**src/rtl/cfgp_pkg.sv**
```systemverilog
package cfgp_pkg;

   typedef enum logic [2:0] {
      ST_HUNT  = 3'd0,
      ST_OPC   = 3'd1,
      ST_INFO  = 3'd2,
      ST_PAY   = 3'd3,
      ST_CRC   = 3'd4,
      ST_FRAME = 3'd5,
      ST_DONE  = 3'd6,
      ST_FAULT = 3'd7
   } cfgp_state_e;

   typedef enum logic [1:0] {
      FLT_NONE   = 2'd0,
      FLT_OPCODE = 2'd1,
      FLT_ID     = 2'd2,
      FLT_CRC    = 2'd3
   } cfgp_fault_e;

   localparam logic [7:0] OPC_FILL    = 8'hFF;
   localparam logic [7:0] OPC_CRC_CLR = 8'h3B;
   localparam logic [7:0] OPC_ADDR    = 8'h46;
   localparam logic [7:0] OPC_SECURE  = 8'hCE;
   localparam logic [7:0] OPC_FINISH  = 8'h5E;
   localparam logic [7:0] OPC_ID_CHK  = 8'hE2;
   localparam logic [7:0] OPC_CTRL0   = 8'h22;
   localparam logic [7:0] OPC_USER    = 8'hC2;
   localparam logic [7:0] OPC_FRAMES  = 8'h82;

   typedef struct packed {
      logic known;
      logic filler;
      logic has_word;
   } cfgp_opc_t;

   function automatic cfgp_opc_t cfgp_decode(input logic [7:0] b);
      cfgp_opc_t d;
      d = '{known: 1'b1, filler: 1'b0, has_word: 1'b0};
      case (b)
         OPC_FILL:                        d.filler   = 1'b1;
         OPC_CRC_CLR, OPC_ADDR, OPC_SECURE,
         OPC_FINISH, OPC_FRAMES:          d.has_word = 1'b0;
         OPC_ID_CHK, OPC_CTRL0, OPC_USER: d.has_word = 1'b1;
         default:                         d.known    = 1'b0;
      endcase
      return d;
   endfunction

endpackage

```
**src/rtl/cfgp_crc.sv**
```systemverilog
module cfgp_crc #(
   parameter int            CRC_W = 16,
   parameter logic [15:0]   POLY  = 16'h8005,
   parameter logic [15:0]   INIT  = 16'h0000
) (
   input  logic       clk,
   input  logic       rst_n,
   input  logic       clr,
   input  logic       feed,
   input  logic       chk,
   input  logic [7:0] data,
   output logic       res_zero
);
   localparam logic [CRC_W-1:0] P = POLY[CRC_W-1:0];
   localparam logic [CRC_W-1:0] I = INIT[CRC_W-1:0];

   if (CRC_W < 8 || CRC_W > 16) begin : g_bad_w
      $error("cfgp_crc: CRC_W must be 8..16");
   end

   logic [CRC_W-1:0] crc_q;
   logic [CRC_W-1:0] stage [0:8];

   assign stage[0] = crc_q;
   for (genvar i = 0; i < 8; i++) begin : g_bit
      logic fb;
      assign fb = stage[i][CRC_W-1] ^ data[7-i];
      assign stage[i+1] = {stage[i][CRC_W-2:0], 1'b0} ^ (fb ? P : '0);
   end

   assign res_zero = (stage[8] == '0);

   always_ff @(posedge clk or negedge rst_n) begin
      if (!rst_n)          crc_q <= I;
      else if (clr || chk) crc_q <= I;
      else if (feed)       crc_q <= stage[8];
   end

   AST_CRC_RESTART: assert property (@(posedge clk) disable iff (!rst_n)
      (chk && !clr) |=> (crc_q == I));
endmodule

```
**src/rtl/cfgp_sync.sv**
```systemverilog
module cfgp_sync #(
   parameter int                          PRE_BYTES = 4,
   parameter logic [PRE_BYTES*8-1:0]      PREAMBLE  = 32'hFFFF_BDB3,
   parameter logic [7:0]                  OPEN_A    = 8'hFF,
   parameter logic [7:0]                  OPEN_B    = 8'h00,
   parameter logic [7:0]                  CLOSE_A   = 8'h00,
   parameter logic [7:0]                  CLOSE_B   = 8'hFF
) (
   input  logic       clk,
   input  logic       rst_n,
   input  logic       en,
   input  logic [7:0] data,
   output logic       hit
);
   localparam int PRE_W = PRE_BYTES * 8;

   if (PRE_BYTES < 1 || PRE_BYTES > 8) begin : g_bad_len
      $error("cfgp_sync: PRE_BYTES must be 1..8");
   end

   logic       note_q;
   logic [7:0] last_q;
   logic       open_s, close_s;
   logic [PRE_W-1:0] window;

   assign open_s  = en && !note_q && (last_q == OPEN_A)  && (data == OPEN_B);
   assign close_s = en &&  note_q && (last_q == CLOSE_A) && (data == CLOSE_B);

   if (PRE_BYTES > 1) begin : g_hist
      localparam int HW = PRE_W - 8;
      logic [HW-1:0] hist_q;
      logic [HW+7:0] cat;
      assign cat    = {hist_q, data};
      assign window = cat;
      always_ff @(posedge clk or negedge rst_n) begin
         if (!rst_n)       hist_q <= '0;
         else if (close_s) hist_q <= '0;
         else if (en)      hist_q <= cat[HW-1:0];
      end
   end else begin : g_nohist
      assign window = data;
   end

   assign hit = en && !note_q && (window == PREAMBLE);

   always_ff @(posedge clk or negedge rst_n) begin
      if (!rst_n) begin
         note_q <= 1'b0;
         last_q <= 8'h00;
      end else if (en) begin
         if (open_s)       note_q <= 1'b1;
         else if (close_s) note_q <= 1'b0;
         last_q <= close_s ? 8'h00 : data;
      end
   end

   AST_NOTE_CLOSES: assert property (@(posedge clk) disable iff (!rst_n)
      close_s |=> !note_q);
endmodule

```
**src/rtl/cfgp_word.sv**
```systemverilog
module cfgp_word #(
   parameter int W = 32
) (
   input  logic         clk,
   input  logic         rst_n,
   input  logic         clr,
   input  logic         shift,
   input  logic [7:0]   data,
   output logic [W-1:0] word_q,
   output logic [W-1:0] word_next
);
   if (W % 8 != 0 || W < 8) begin : g_bad_w
      $error("cfgp_word: W must be a multiple of 8");
   end

   logic [W+7:0] cat;
   assign cat       = {word_q, data};
   assign word_next = cat[W-1:0];

   always_ff @(posedge clk or negedge rst_n) begin
      if (!rst_n)     word_q <= '0;
      else if (clr)   word_q <= '0;
      else if (shift) word_q <= word_next;
   end
endmodule

```
**src/rtl/cfg_stream_parser.sv**
```systemverilog
module cfg_stream_parser
   import cfgp_pkg::*;
#(
   parameter logic [31:0] DEVICE_ID = 32'h2A5C_7013,
   parameter int          WORD_W    = 32,
   parameter int          INFO_W    = 24,
   parameter int          CRC_W     = 16,
   parameter logic [15:0] CRC_POLY  = 16'h8005,
   parameter int          PRE_BYTES = 4,
   parameter logic [31:0] PREAMBLE  = 32'hFFFF_BDB3
) (
   input  logic              clk,
   input  logic              rst_n,
   input  logic [7:0]        in_data,
   input  logic              in_valid,
   output logic              in_ready,
   output logic [WORD_W-1:0] ctrl0_q,
   output logic [WORD_W-1:0] usercode_q,
   output logic              secure_q,
   output logic              id_ok_q,
   output logic              addr_rst_pulse,
   output logic              done_q,
   output logic              frame_go,
   output logic [INFO_W-1:0] frame_setup,
   output logic              fault,
   output logic [1:0]        fault_cause
);
   localparam int WORD_BYTES = WORD_W / 8;
   localparam int INFO_BYTES = INFO_W / 8;
   localparam int CRC_BYTES  = CRC_W / 8;
   localparam int MAXB_A     = (WORD_BYTES > INFO_BYTES) ? WORD_BYTES : INFO_BYTES;
   localparam int MAXB       = (MAXB_A > CRC_BYTES) ? MAXB_A : CRC_BYTES;
   localparam int CNT_W      = (MAXB > 1) ? $clog2(MAXB) : 1;
   localparam logic [CNT_W-1:0] INFO_LAST = CNT_W'(INFO_BYTES - 1);
   localparam logic [CNT_W-1:0] WORD_LAST = CNT_W'(WORD_BYTES - 1);
   localparam logic [CNT_W-1:0] CRC_LAST  = CNT_W'(CRC_BYTES - 1);

   if (WORD_W % 8 != 0 || INFO_W % 8 != 0 || CRC_W % 8 != 0) begin : g_bad_align
      $error("cfg_stream_parser: field widths must be whole bytes");
   end
   if (WORD_W != 32) begin : g_bad_word
      $error("cfg_stream_parser: WORD_W must match DEVICE_ID width");
   end
   if (PRE_BYTES != 4) begin : g_bad_pre
      $error("cfg_stream_parser: PRE_BYTES must match PREAMBLE width");
   end

   cfgp_state_e state_q, state_n;
   cfgp_fault_e cause_q, cause_n;
   logic [CNT_W-1:0] cnt_q, cnt_n;
   logic [7:0]  op_q, op_n;
   logic        word_op_q, word_op_n;
   logic        flag_q, flag_n;
   cfgp_opc_t   dec;
   logic        acc;
   logic        sync_hit;
   logic        crc_clr, crc_feed, crc_chk, crc_ok;
   logic        info_clr, info_sh, pay_sh;
   logic        finish;
   logic [WORD_W-1:0] fin_word;
   logic [WORD_W-1:0] pay_q, pay_next;
   logic [INFO_W-1:0] info_q, info_next;
   logic        flag_now;

   assign in_ready = (state_q == ST_HUNT) || (state_q == ST_OPC) || (state_q == ST_INFO)
                  || (state_q == ST_PAY)  || (state_q == ST_CRC);
   assign acc      = in_valid && in_ready;
   assign dec      = cfgp_decode(in_data);
   assign flag_now = (cnt_q == '0) ? in_data[7] : flag_q;

   cfgp_sync #(.PRE_BYTES(PRE_BYTES), .PREAMBLE(PREAMBLE)) u_sync (
      .clk(clk), .rst_n(rst_n), .en(acc && (state_q == ST_HUNT)),
      .data(in_data), .hit(sync_hit)
   );

   cfgp_crc #(.CRC_W(CRC_W), .POLY(CRC_POLY), .INIT(16'h0000)) u_crc (
      .clk(clk), .rst_n(rst_n), .clr(crc_clr), .feed(crc_feed), .chk(crc_chk),
      .data(in_data), .res_zero(crc_ok)
   );

   cfgp_word #(.W(INFO_W)) u_info (
      .clk(clk), .rst_n(rst_n), .clr(info_clr), .shift(info_sh),
      .data(in_data), .word_q(info_q), .word_next(info_next)
   );

   cfgp_word #(.W(WORD_W)) u_pay (
      .clk(clk), .rst_n(rst_n), .clr(info_clr), .shift(pay_sh),
      .data(in_data), .word_q(pay_q), .word_next(pay_next)
   );

   always_comb begin
      state_n   = state_q;
      cause_n   = cause_q;
      cnt_n     = cnt_q;
      op_n      = op_q;
      word_op_n = word_op_q;
      flag_n    = flag_q;
      crc_clr   = 1'b0;
      crc_feed  = 1'b0;
      crc_chk   = 1'b0;
      info_clr  = 1'b0;
      info_sh   = 1'b0;
      pay_sh    = 1'b0;
      finish    = 1'b0;
      fin_word  = pay_q;
      case (state_q)
         ST_HUNT: if (acc && sync_hit) begin
            state_n = ST_OPC;
            crc_clr = 1'b1;
         end
         ST_OPC: if (acc && !dec.filler) begin
            if (!dec.known) begin
               state_n = ST_FAULT;
               cause_n = FLT_OPCODE;
            end else begin
               crc_feed  = 1'b1;
               info_clr  = 1'b1;
               op_n      = in_data;
               word_op_n = dec.has_word;
               cnt_n     = '0;
               state_n   = ST_INFO;
            end
         end
         ST_INFO: if (acc) begin
            crc_feed = 1'b1;
            info_sh  = 1'b1;
            if (cnt_q == '0) flag_n = in_data[7];
            if (cnt_q == INFO_LAST) begin
               cnt_n = '0;
               if (op_q == OPC_FRAMES)  state_n = ST_FRAME;
               else if (word_op_q)      state_n = ST_PAY;
               else if (flag_now)       state_n = ST_CRC;
               else                     finish  = 1'b1;
            end else begin
               cnt_n = cnt_q + 1'b1;
            end
         end
         ST_PAY: if (acc) begin
            crc_feed = 1'b1;
            pay_sh   = 1'b1;
            if (cnt_q == WORD_LAST) begin
               cnt_n = '0;
               if (flag_q) state_n = ST_CRC;
               else begin
                  finish   = 1'b1;
                  fin_word = pay_next;
               end
            end else begin
               cnt_n = cnt_q + 1'b1;
            end
         end
         ST_CRC: if (acc) begin
            crc_feed = 1'b1;
            if (cnt_q == CRC_LAST) begin
               cnt_n   = '0;
               crc_chk = 1'b1;
               if (!crc_ok) begin
                  state_n = ST_FAULT;
                  cause_n = FLT_CRC;
               end else begin
                  finish = 1'b1;
               end
            end else begin
               cnt_n = cnt_q + 1'b1;
            end
         end
         default: ;
      endcase
      if (finish) begin
         state_n = ST_OPC;
         case (op_q)
            OPC_FINISH:  state_n = ST_DONE;
            OPC_CRC_CLR: crc_clr = 1'b1;
            OPC_ID_CHK: if (fin_word != DEVICE_ID) begin
               state_n = ST_FAULT;
               cause_n = FLT_ID;
            end
            default: ;
         endcase
      end
   end

   always_ff @(posedge clk or negedge rst_n) begin
      if (!rst_n) begin
         state_q   <= ST_HUNT;
         cause_q   <= FLT_NONE;
         cnt_q     <= '0;
         op_q      <= 8'h00;
         word_op_q <= 1'b0;
         flag_q    <= 1'b0;
      end else begin
         state_q   <= state_n;
         cause_q   <= cause_n;
         cnt_q     <= cnt_n;
         op_q      <= op_n;
         word_op_q <= word_op_n;
         flag_q    <= flag_n;
      end
   end

   always_ff @(posedge clk or negedge rst_n) begin
      if (!rst_n) begin
         ctrl0_q        <= '0;
         usercode_q     <= '0;
         secure_q       <= 1'b0;
         id_ok_q        <= 1'b0;
         addr_rst_pulse <= 1'b0;
         frame_setup    <= '0;
      end else begin
         addr_rst_pulse <= 1'b0;
         if (state_q == ST_INFO && acc && cnt_q == INFO_LAST && op_q == OPC_FRAMES)
            frame_setup <= info_next;
         if (finish) begin
            case (op_q)
               OPC_CTRL0:  ctrl0_q        <= fin_word;
               OPC_USER:   usercode_q     <= fin_word;
               OPC_SECURE: secure_q       <= 1'b1;
               OPC_ADDR:   addr_rst_pulse <= 1'b1;
               OPC_ID_CHK: id_ok_q        <= (fin_word == DEVICE_ID);
               default: ;
            endcase
         end
      end
   end

   assign done_q      = (state_q == ST_DONE);
   assign frame_go    = (state_q == ST_FRAME);
   assign fault       = (state_q == ST_FAULT);
   assign fault_cause = cause_q;

   AST_FAULT_STICKY: assert property (@(posedge clk) disable iff (!rst_n)
      fault |=> (fault && $stable(fault_cause)));
   AST_FAULT_NO_READY: assert property (@(posedge clk) disable iff (!rst_n)
      fault |-> !in_ready);
   AST_DONE_HOLD: assert property (@(posedge clk) disable iff (!rst_n)
      done_q |=> (done_q && $stable(ctrl0_q) && $stable(usercode_q)));
   AST_DONE_NO_READY: assert property (@(posedge clk) disable iff (!rst_n)
      done_q |-> !in_ready);
   AST_SECURE_HOLD: assert property (@(posedge clk) disable iff (!rst_n)
      secure_q |=> secure_q);
   AST_ADDR_ONE_CYCLE: assert property (@(posedge clk) disable iff (!rst_n)
      addr_rst_pulse |=> !addr_rst_pulse);
   AST_FRAME_HOLD: assert property (@(posedge clk) disable iff (!rst_n)
      frame_go |=> (frame_go && $stable(frame_setup) && !in_ready));
   AST_CRC_FAULT_KEEPS: assert property (@(posedge clk) disable iff (!rst_n)
      (fault && fault_cause == 2'd3) |-> $stable(usercode_q));
   AST_END_EXCLUSIVE: assert property (@(posedge clk) disable iff (!rst_n)
      $onehot0({fault, done_q, frame_go}));
endmodule

```
**config.mk**
```make
export PLATFORM = sky130hd
export DESIGN_NAME = cfg_stream_parser
export DESIGN_NICKNAME = d
export VERILOG_FILES = /design/src/rtl/cfgp_pkg.sv /design/src/rtl/cfgp_crc.sv /design/src/rtl/cfgp_sync.sv /design/src/rtl/cfgp_word.sv /design/src/rtl/cfg_stream_parser.sv
export SDC_FILE = /design/constraint.sdc
export NUM_CORES = 1
export LEC_CHECK = 0
export BUFFER_PORTS_ARGS = -buffer_cell sky130_fd_sc_hd__buf_2
export CAP_MARGIN = 20
export CELL_PAD_IN_SITES_DETAIL_PLACEMENT = 0
export CELL_PAD_IN_SITES_GLOBAL_PLACEMENT = 1
export CORE_MARGIN = 1.5
export CORE_UTILIZATION = 45
export CTS_CLUSTER_SIZE = 24
export DETAILED_ROUTE_END_ITERATION = 16
export GPL_ROUTABILITY_DRIVEN = 0
export GPL_TIMING_DRIVEN = 1
export PLACE_DENSITY = 0.82
export SYNTH_ARGS = -nofsm -noshare
export SYNTH_HDL_FRONTEND = slang
export SYNTH_SLANG_ARGS = --single-unit
```
**constraint.sdc**
```tcl
create_clock -name clk -period 3.01 [get_ports clk]
set_input_delay 0.301 -clock clk [delete_from_list [all_inputs] [get_ports clk]]
set_output_delay 0.301 -clock clk [all_outputs]
set_load 0.01 [all_outputs]
```
# Word-level counts from Yosys, hierarchy flattened
# Index checks and enable logic that the tools add are counted.
[word_totals] ff_bits=205 wordCells=218 inputBits=11
[op_classes] muxes=91 bitwise_logic=16 n_addsub=1 eq_ne=47 n_reduce_logical=45
[op_table] operator="$mux W16" n=12
[op_table] operator="$mux W32" n=6
[op_table] operator="$xor A16 B16 Y16" n=8
[op_table] operator="$eq A8 B8 Y1 const B" n=10
[op_table] operator="$mux W24" n=2
[op_table] operator="$mux W3" n=16
[op_table] operator="$eq A32 B30 Y1 const B" n=1
[op_table] operator="$eq A32 B32 Y1 const B" n=1
[op_table] operator="$eq A8 B6 Y1 const B" n=4
[op_table] operator="$eq A8 B7 Y1 const B" n=4
[op_table] operator="$mux W1" n=32
[op_table] operator="$mux W2" n=16
[op_table] operator="$ne A32 B30 Y1 const B" n=1
[op_table] operator="$logic_not A16 Y1" n=1
[op_table] operator="$logic_not A8 Y1" n=2
[op_table] operator="$ne A3 B2 Y1 const B" n=5
[op_table] operator="$ne A3 B3 Y1 const B" n=5
[op_table] operator="$pmux W3 S5" n=1
[op_table] operator="$logic_and A1 B1 Y1" n=14
[op_table] operator="$eq A3 B3 Y1 const B" n=4
[op_table] operator="$reduce_and A12 Y1" n=1
[op_table] operator="$reduce_and A2 Y1" n=6
[op_table] operator="$reduce_bool A2 Y1" n=5
[op_table] operator="$reduce_or A9 Y1" n=1
[op_table] operator="other kinds (24)" n=42

# Longest topological paths before layout
[logic_depth] depth_word=32 depth_mapped=10 mapped_depth_nobuf=9

# Hierarchy
# Synthesis repeated with hierarchy kept, for this count alone.
[unflattened] cells_unflattened=911 hier_area_um2=10348.7
[modules_own_cells] mod="cfg_stream_parser" instances=1 area_each_um2=5296.3 cells_per_inst=446 seq_area_each_um2=2702.6
[modules_own_cells] mod="cfgp_word at u_pay" instances=1 area_each_um2=1564.0 cells_per_inst=135 seq_area_each_um2=800.8
[modules_own_cells] mod="cfgp_sync" instances=1 area_each_um2=1467.7 cells_per_inst=154 seq_area_each_um2=825.8
[modules_own_cells] mod="cfgp_word at u_info" instances=1 area_each_um2=1169.9 cells_per_inst=101 seq_area_each_um2=600.6
[modules_own_cells] mod="cfgp_crc" instances=1 area_each_um2=850.8 cells_per_inst=75 seq_area_each_um2=400.4

# Worst setup path before layout
# OpenSTA, ideal clock, no wires.
[synth_timing] kind="register -> register" from="register u_crc.crc_q[14]" to="register u_crc.crc_q[2]" required_time_ps=2868 synth_period_minus_slack_ps=2529 path_stages_with_launch=9 setup_time_ps=142 path_buffers=1 slack_ps=481 arrival_ps=2387 path_cell_list="dfrtp_1 xnor2_1 xor3_1 or3b_1 nor4_4 o21ai_2 o21ai_2 buf_4 a211oi_1"
[synth_via] elab_chain_cells=30 elab_cells_between_ends=32 classes_between="mux: 14; bitwise: 15; reduce/logical: 3"
[synth_rtl] item="start, declared" line="cfgp_crc.sv:21" rtl="logic [CRC_W-1:0] crc_q;"
[synth_rtl] item="start signal, assigned" line="cfgp_crc.sv:36" rtl="else if (feed) crc_q <= stage[8];"
[synth_rtl] item="$xor A16 B16 Y16 (*)" line="cfgp_crc.sv:28" rtl="assign stage[i+1] = {stage[i][CRC_W-2:0], 1'b0} ^ (fb ? P : '0);"
[synth_rtl] item="$xor A1 B1 Y1 (*)" line="cfgp_crc.sv:27" rtl="assign fb = stage[i][CRC_W-1] ^ data[7-i];"
[synth_rtl] item="$mux W16 (*)" line="cfgp_crc.sv:28"
[synth_rtl] item="$xor A16 B16 Y16 (*)" line="cfgp_crc.sv:28"
[synth_rtl] item="$xor A1 B1 Y1" line="cfgp_crc.sv:27"
[synth_rtl] item="$mux W16" line="cfgp_crc.sv:28"
[synth_rtl] item="$xor A16 B16 Y16 (*)" line="cfgp_crc.sv:28"
[synth_rtl] item="$xor A1 B1 Y1" line="cfgp_crc.sv:27"
[synth_rtl] item="[14 not listed]"
[synth_rtl] item="$logic_not A16 Y1" line="cfgp_crc.sv:31" rtl="assign res_zero = (stage[8] == '0);"
[synth_rtl] item="$mux W1" line="cfg_stream_parser.sv:157" rtl="if (!crc_ok) begin"
[synth_rtl] item="$mux W1" line="cfg_stream_parser.sv:154" rtl="if (cnt_q == CRC_LAST) begin"
[synth_rtl] item="$mux W1" line="cfg_stream_parser.sv:152" rtl="ST_CRC: if (acc) begin"
[synth_rtl] item="$pmux W1 S3" line="cfg_stream_parser.sv:106" rtl="case (state_q)"
[synth_rtl] item="$mux W1" line="cfg_stream_parser.sv:169" rtl="if (finish) begin"
[synth_rtl] item="$logic_or A1 B1 Y1" line="cfgp_crc.sv:35" rtl="else if (clr || chk) crc_q <= I;"
[synth_rtl] item="$mux W16 or $reduce_bool A2 Y1 (tied branches)"
# Every way passes the cells marked *; elsewhere a longest branch is shown, timed or not. The select of a mux whose other input is x is not followed.
# A chain may end at the register's enable or synchronous reset.

# Final worst setup path
[layout_timing] from="register u_crc.crc_q[11]" to="register state_q[2]"
[layout_via] elab_chain_cells=23 elab_cells_between_ends=35 classes_between="eq/ne: 11; mux: 9; bitwise: 12; reduce/logical: 3"
[layout_rtl] item="$xor A16 B16 Y16 (*) (4 in a row)" line="cfgp_crc.sv:28"
[layout_rtl] item="$xor A1 B1 Y1 (*)" line="cfgp_crc.sv:27"
[layout_rtl] item="$mux W16 (*)" line="cfgp_crc.sv:28"
[layout_rtl] item="$xor A16 B16 Y16 (*)" line="cfgp_crc.sv:28"
[layout_rtl] item="$xor A1 B1 Y1" line="cfgp_crc.sv:27"
[layout_rtl] item="$mux W16" line="cfgp_crc.sv:28"
[layout_rtl] item="$xor A16 B16 Y16 (*)" line="cfgp_crc.sv:28"
[layout_rtl] item="$xor A1 B1 Y1" line="cfgp_crc.sv:27"
[layout_rtl] item="[4 not listed]"
[layout_rtl] item="$xor A16 B16 Y16 (*)" line="cfgp_crc.sv:28"
[layout_rtl] item="$logic_not A16 Y1 (*)" line="cfgp_crc.sv:31"
[layout_rtl] item="$mux W1" line="cfg_stream_parser.sv:157"
[layout_rtl] item="$mux W1" line="cfg_stream_parser.sv:154"
[layout_rtl] item="$mux W1" line="cfg_stream_parser.sv:152"
[layout_rtl] item="$pmux W1 S3" line="cfg_stream_parser.sv:106"
[layout_rtl] item="$ne A5 B4 Y1 (no source line) (tied with other cells)"
[layout_rtl] item="$reduce_and A12 Y1 (no source line)"
[layout_rtl] item="end signal, assigned" line="cfg_stream_parser.sv:192" rtl="state_q <= state_n;"
[layout_rtl] item="end, declared" line="cfg_stream_parser.sv:48" rtl="cfgp_state_e state_q, state_n;"
# Every way passes the cells marked *; elsewhere a longest branch is shown, timed or not.

==> metrics.cfg <==
[clocking]
cts.clk_slew.worst_paths_ns = 0.06
cts_setup_buffers = 0
clkSinkCount = 205
cts.path.max_buffers = 3
cts_made_buffers = 23
cts_tree = yes
htree_levels = 1
insertion_delay_ns = 0.52
root_buffer = clkbuf_16

[detailed_routing]
viasPerCell = 5.37
vias = 6989
drc = 0
drt_iter0_markers = 484
wl_per_cell_microns = 17.0
drtPass1Iterations = 5
wl_microns = 22100
ant_nets = 0

[synth]
synth_top_family_by_area = simple AND/OR/NAND/NOR gates
ys_ff_latch = 205
syn_inst = 899
synth_compound_area_share_pct = 12.4
synth_mux_area_share_pct = 8.71
synthXorXnorAreaFrac_pct = 2.56
ys_top_cells_by_area = dfrtp_1 56%, nand2_1 8.4%, mux2i_1 4.8%
synth_area_sq_mm = 0.00919
yosysTopAreaCellShare_pct = 55.8
synth-seq-area-share_pct = 55.8
yosysTopAreaCell = dfrtp_1
synth_nets = 915
syn-mean-instance-area_sq_um = 10.2
synthSimpleGateAreaFrac_pct = 17.2
async_flop_share_pct = 100
synth_edf_count = 0
synth-warning-count = 0
synth-adder-area-share_pct = 0.681
ys.flop_type = dfrtp_1
synth_cell_types = 59

[floorplanning]
die_w_microns = 146
coreArea_sq_mm = 0.0201
dieArea_sq_mm = 0.0213
pin_count = 108
dieHeight_microns = 146
initial_core_util_pct = 45.7
rows = 52

[worst_setup_path]
cpMostUsedCell = xnor3_1
path_max_fanout = 9
worstPathArrival_ns = 3.23
slowest_stage = nor4_4
crit_required_ns = 3.41
path_cells = xnor2_1, xnor3_1, xnor3_1, nor4_4, o21ai_2, or3b_1, o211a_1
start_kind = register
max_stage_delay_ns = 0.49
crit_type = register to register
end_kind = register

[power]
power_leakage_nw = 5.12
finalPower_w = 0.00996
peakVddDrop_mv = 0.490
power_density_mw_per_mm2 = 901

[sta]
layout_setup_ws_ns = 0.179
final.min_clock_period_ns = 2.83
maxSlewHeadroom_pct = 48.1
drv_slew = 0
finalHoldViolations = 0
worst_slew_pin_slew_ns = 0.770
finalSetupViolCount = 0
tns_ns = 0
min_period_over_period_pct = 94.1
clock.fmax_mhz = 353
rsz0062_at_grt = no
clock_skew_ns = 0.0153

[status]
status = complete, no violations

[final_layout]
layout-drive-gt1-share_pct = 22.0
n_fill_cell = 1794
seq_area_sq_mm = 0.00513
nets = 1031
postLayoutCoreUtil_pct = 55.0
multi_input_comb_area_sq_mm = 0.00386
antenna-diode-count = 0
area_delta_synth_final_pct = 20.2

[placement]
dp_hpwl_microns = 14700
port_buffers = 107
place_ws_ns = 0.127

[grt]
overflow = 0
grt_usage_pct = 20.8
grt_pass1_wl_microns = 36300
grt_max_degree = 84
antenna_found_initial = 0
first_global_vias = 6748

[min_path]
worst_hold_path_type = input port to register

[run]
drv_cap = 0

cells in the final DEF (no fill, tap or decap), types with 3 or more instances in the layout:
cell type  instances
nand2_1          206
dfrtp_1          205
buf_2            106
o21ai_0           72
a21oi_1           69
mux2i_1           44
buf_4             34
mux2_2            32
nor2_1            32
clkbuf_16         23
a22o_1            16
xnor2_1           14
nand4_1           10
nor3_1             9
nand2b_1           9
nand3_1            8
a211oi_1           8
nor4_1             7
clkbuf_1           7
o21ai_1            6
nor4b_1            6
clkbuf_8           6
inv_1              5
xor2_1             5
nor4bb_1           5
nor3b_1            5
and2_1             5
nand4b_1           5
ha_1               5
buf_12             5
and3_1             4
nor2b_1            4
o2111ai_1          3
or4b_2             3
bufinv_16          3
cell type report:
| cell class | instances | area share [%] |
|---|---|---|
| flip-flops and latches | 205 | 46.4 |
| multi-input cells | 633 | 35.0 |
| repair buffers | 147 | 8.23 |
| clock buffers | 35 | 6.07 |
| well taps | 270 | 3.06 |
| clock inverters | 6 | 1.09 |
| inverters | 5 | 0.170 |
per-stage QoR:
| step | hold WS [ns] | std cells | area, sq um |
|---|---|---|---|
| after floorplan | 0.00541 | 899 | 9190 |
| after global placement | 0.402 | 1258 | 10200 |
| after detailed placement | 0.409 | 1258 | 10200 |
| after CTS | 0.107 | 1300 | 11000 |
| after global routing | 0.116 | 1301 | 11100 |
| final | 0.107 | 1301 | 11100 |
final timing paths:
check | startpoint | to | slack [ns] | cells past startpoint
worst min register to register | ctrl0_q[9]$_DFFE_PN0P_ | ctrl0_q[9]$_DFFE_PN0P_ | 0.47 | 2
max in group asynchronous | rst_n | ctrl0_q[17]$_DFFE_PN0P_ | 1.69 | 3
min in group asynchronous | rst_n | u_sync.g_hist.hist_q[19]$_DFFE_PN0P_ | 0.41 | 2
worst max-delay path | u_crc.crc_q[11]$_DFFE_PN0P_ | state_q[2]$_DFFE_PN0P_ | 0.18 | 7
worst min-delay path | in_data[3] | u_info.word_q[3]$_DFFE_PN0P_ | 0.11 | 3
worst max register to register | u_crc.crc_q[11]$_DFFE_PN0P_ | state_q[2]$_DFFE_PN0P_ | 0.18 | 7
routing by layer:
metal | track usage [%] | routed length (microns) | vias up
met2 | 31.5 | 9990 | 173
met4 | 5.31 | 386 | 0
met1 | 31.3 | 10700 | 3411
met5 | 0 | 0 | -
met3 | 3.01 | 988 | 29
li1 | - | - | 3376
timing repair:
action,in CTS,in global routing
hold endpoints to repair,80,0
resized for setup,0,0
hold buffers,1,0
endpoints found under the setup margin,0,0
critical path, delay by kind of cell, from the launching register on:
kind	cells	cell delay [ns]
AND/OR/NAND/NOR	2	0.90
AO/OA/AOI/OAI	2	0.34
XOR/XNOR	3	1.08
flip-flops	1	0.40
cells in the mapped netlist (all sizes together), types with 10 or more instances:
cell,instances
dfrtp,205
mux2,32
a22o,16
nor3,10
nand4,10
nor2,34
nand2,207
a21oi,69
mux2i,44
clkbuf,48
o21ai,80
xnor2,14
sequential cells by signal, indices dropped and copies added, names as in the netlist:
signal,flops
flag_q,1
u_sync.note_q,1
u_sync.g_hist.hist_q,24
state_q,3
u_sync.last_q,8
u_info.word_q,16
secure_q,1
ctrl0_q,32
cnt_q,2
id_ok_q,1
fault_cause,2
usercode_q,32
word_op_q,1
u_pay.word_q,32
addr_rst_pulse,1
frame_setup,24
u_crc.crc_q,16
op_q,8
cell families (layout without fill, tap and decap cells):
kind of cell,count (synthesis),count (layout)
and+or+nand+nor,336,336
AOI/OAI and AO/OA,194,194
DFF,205,205
xor gates and xnor gates,22,22
buffers and inverters,61,193
adders and majority gates,5,5
muxes,76,76
where the power goes:
part	switching, W	total (W)	internal, W
clock	0.00109	0.00289	0.00180
sequential	0.000692	0.00415	0.00346
combinational	0.00158	0.00292	0.00134
total	0.00337	0.00996	0.00659
(Power assumes the default switching activity.)
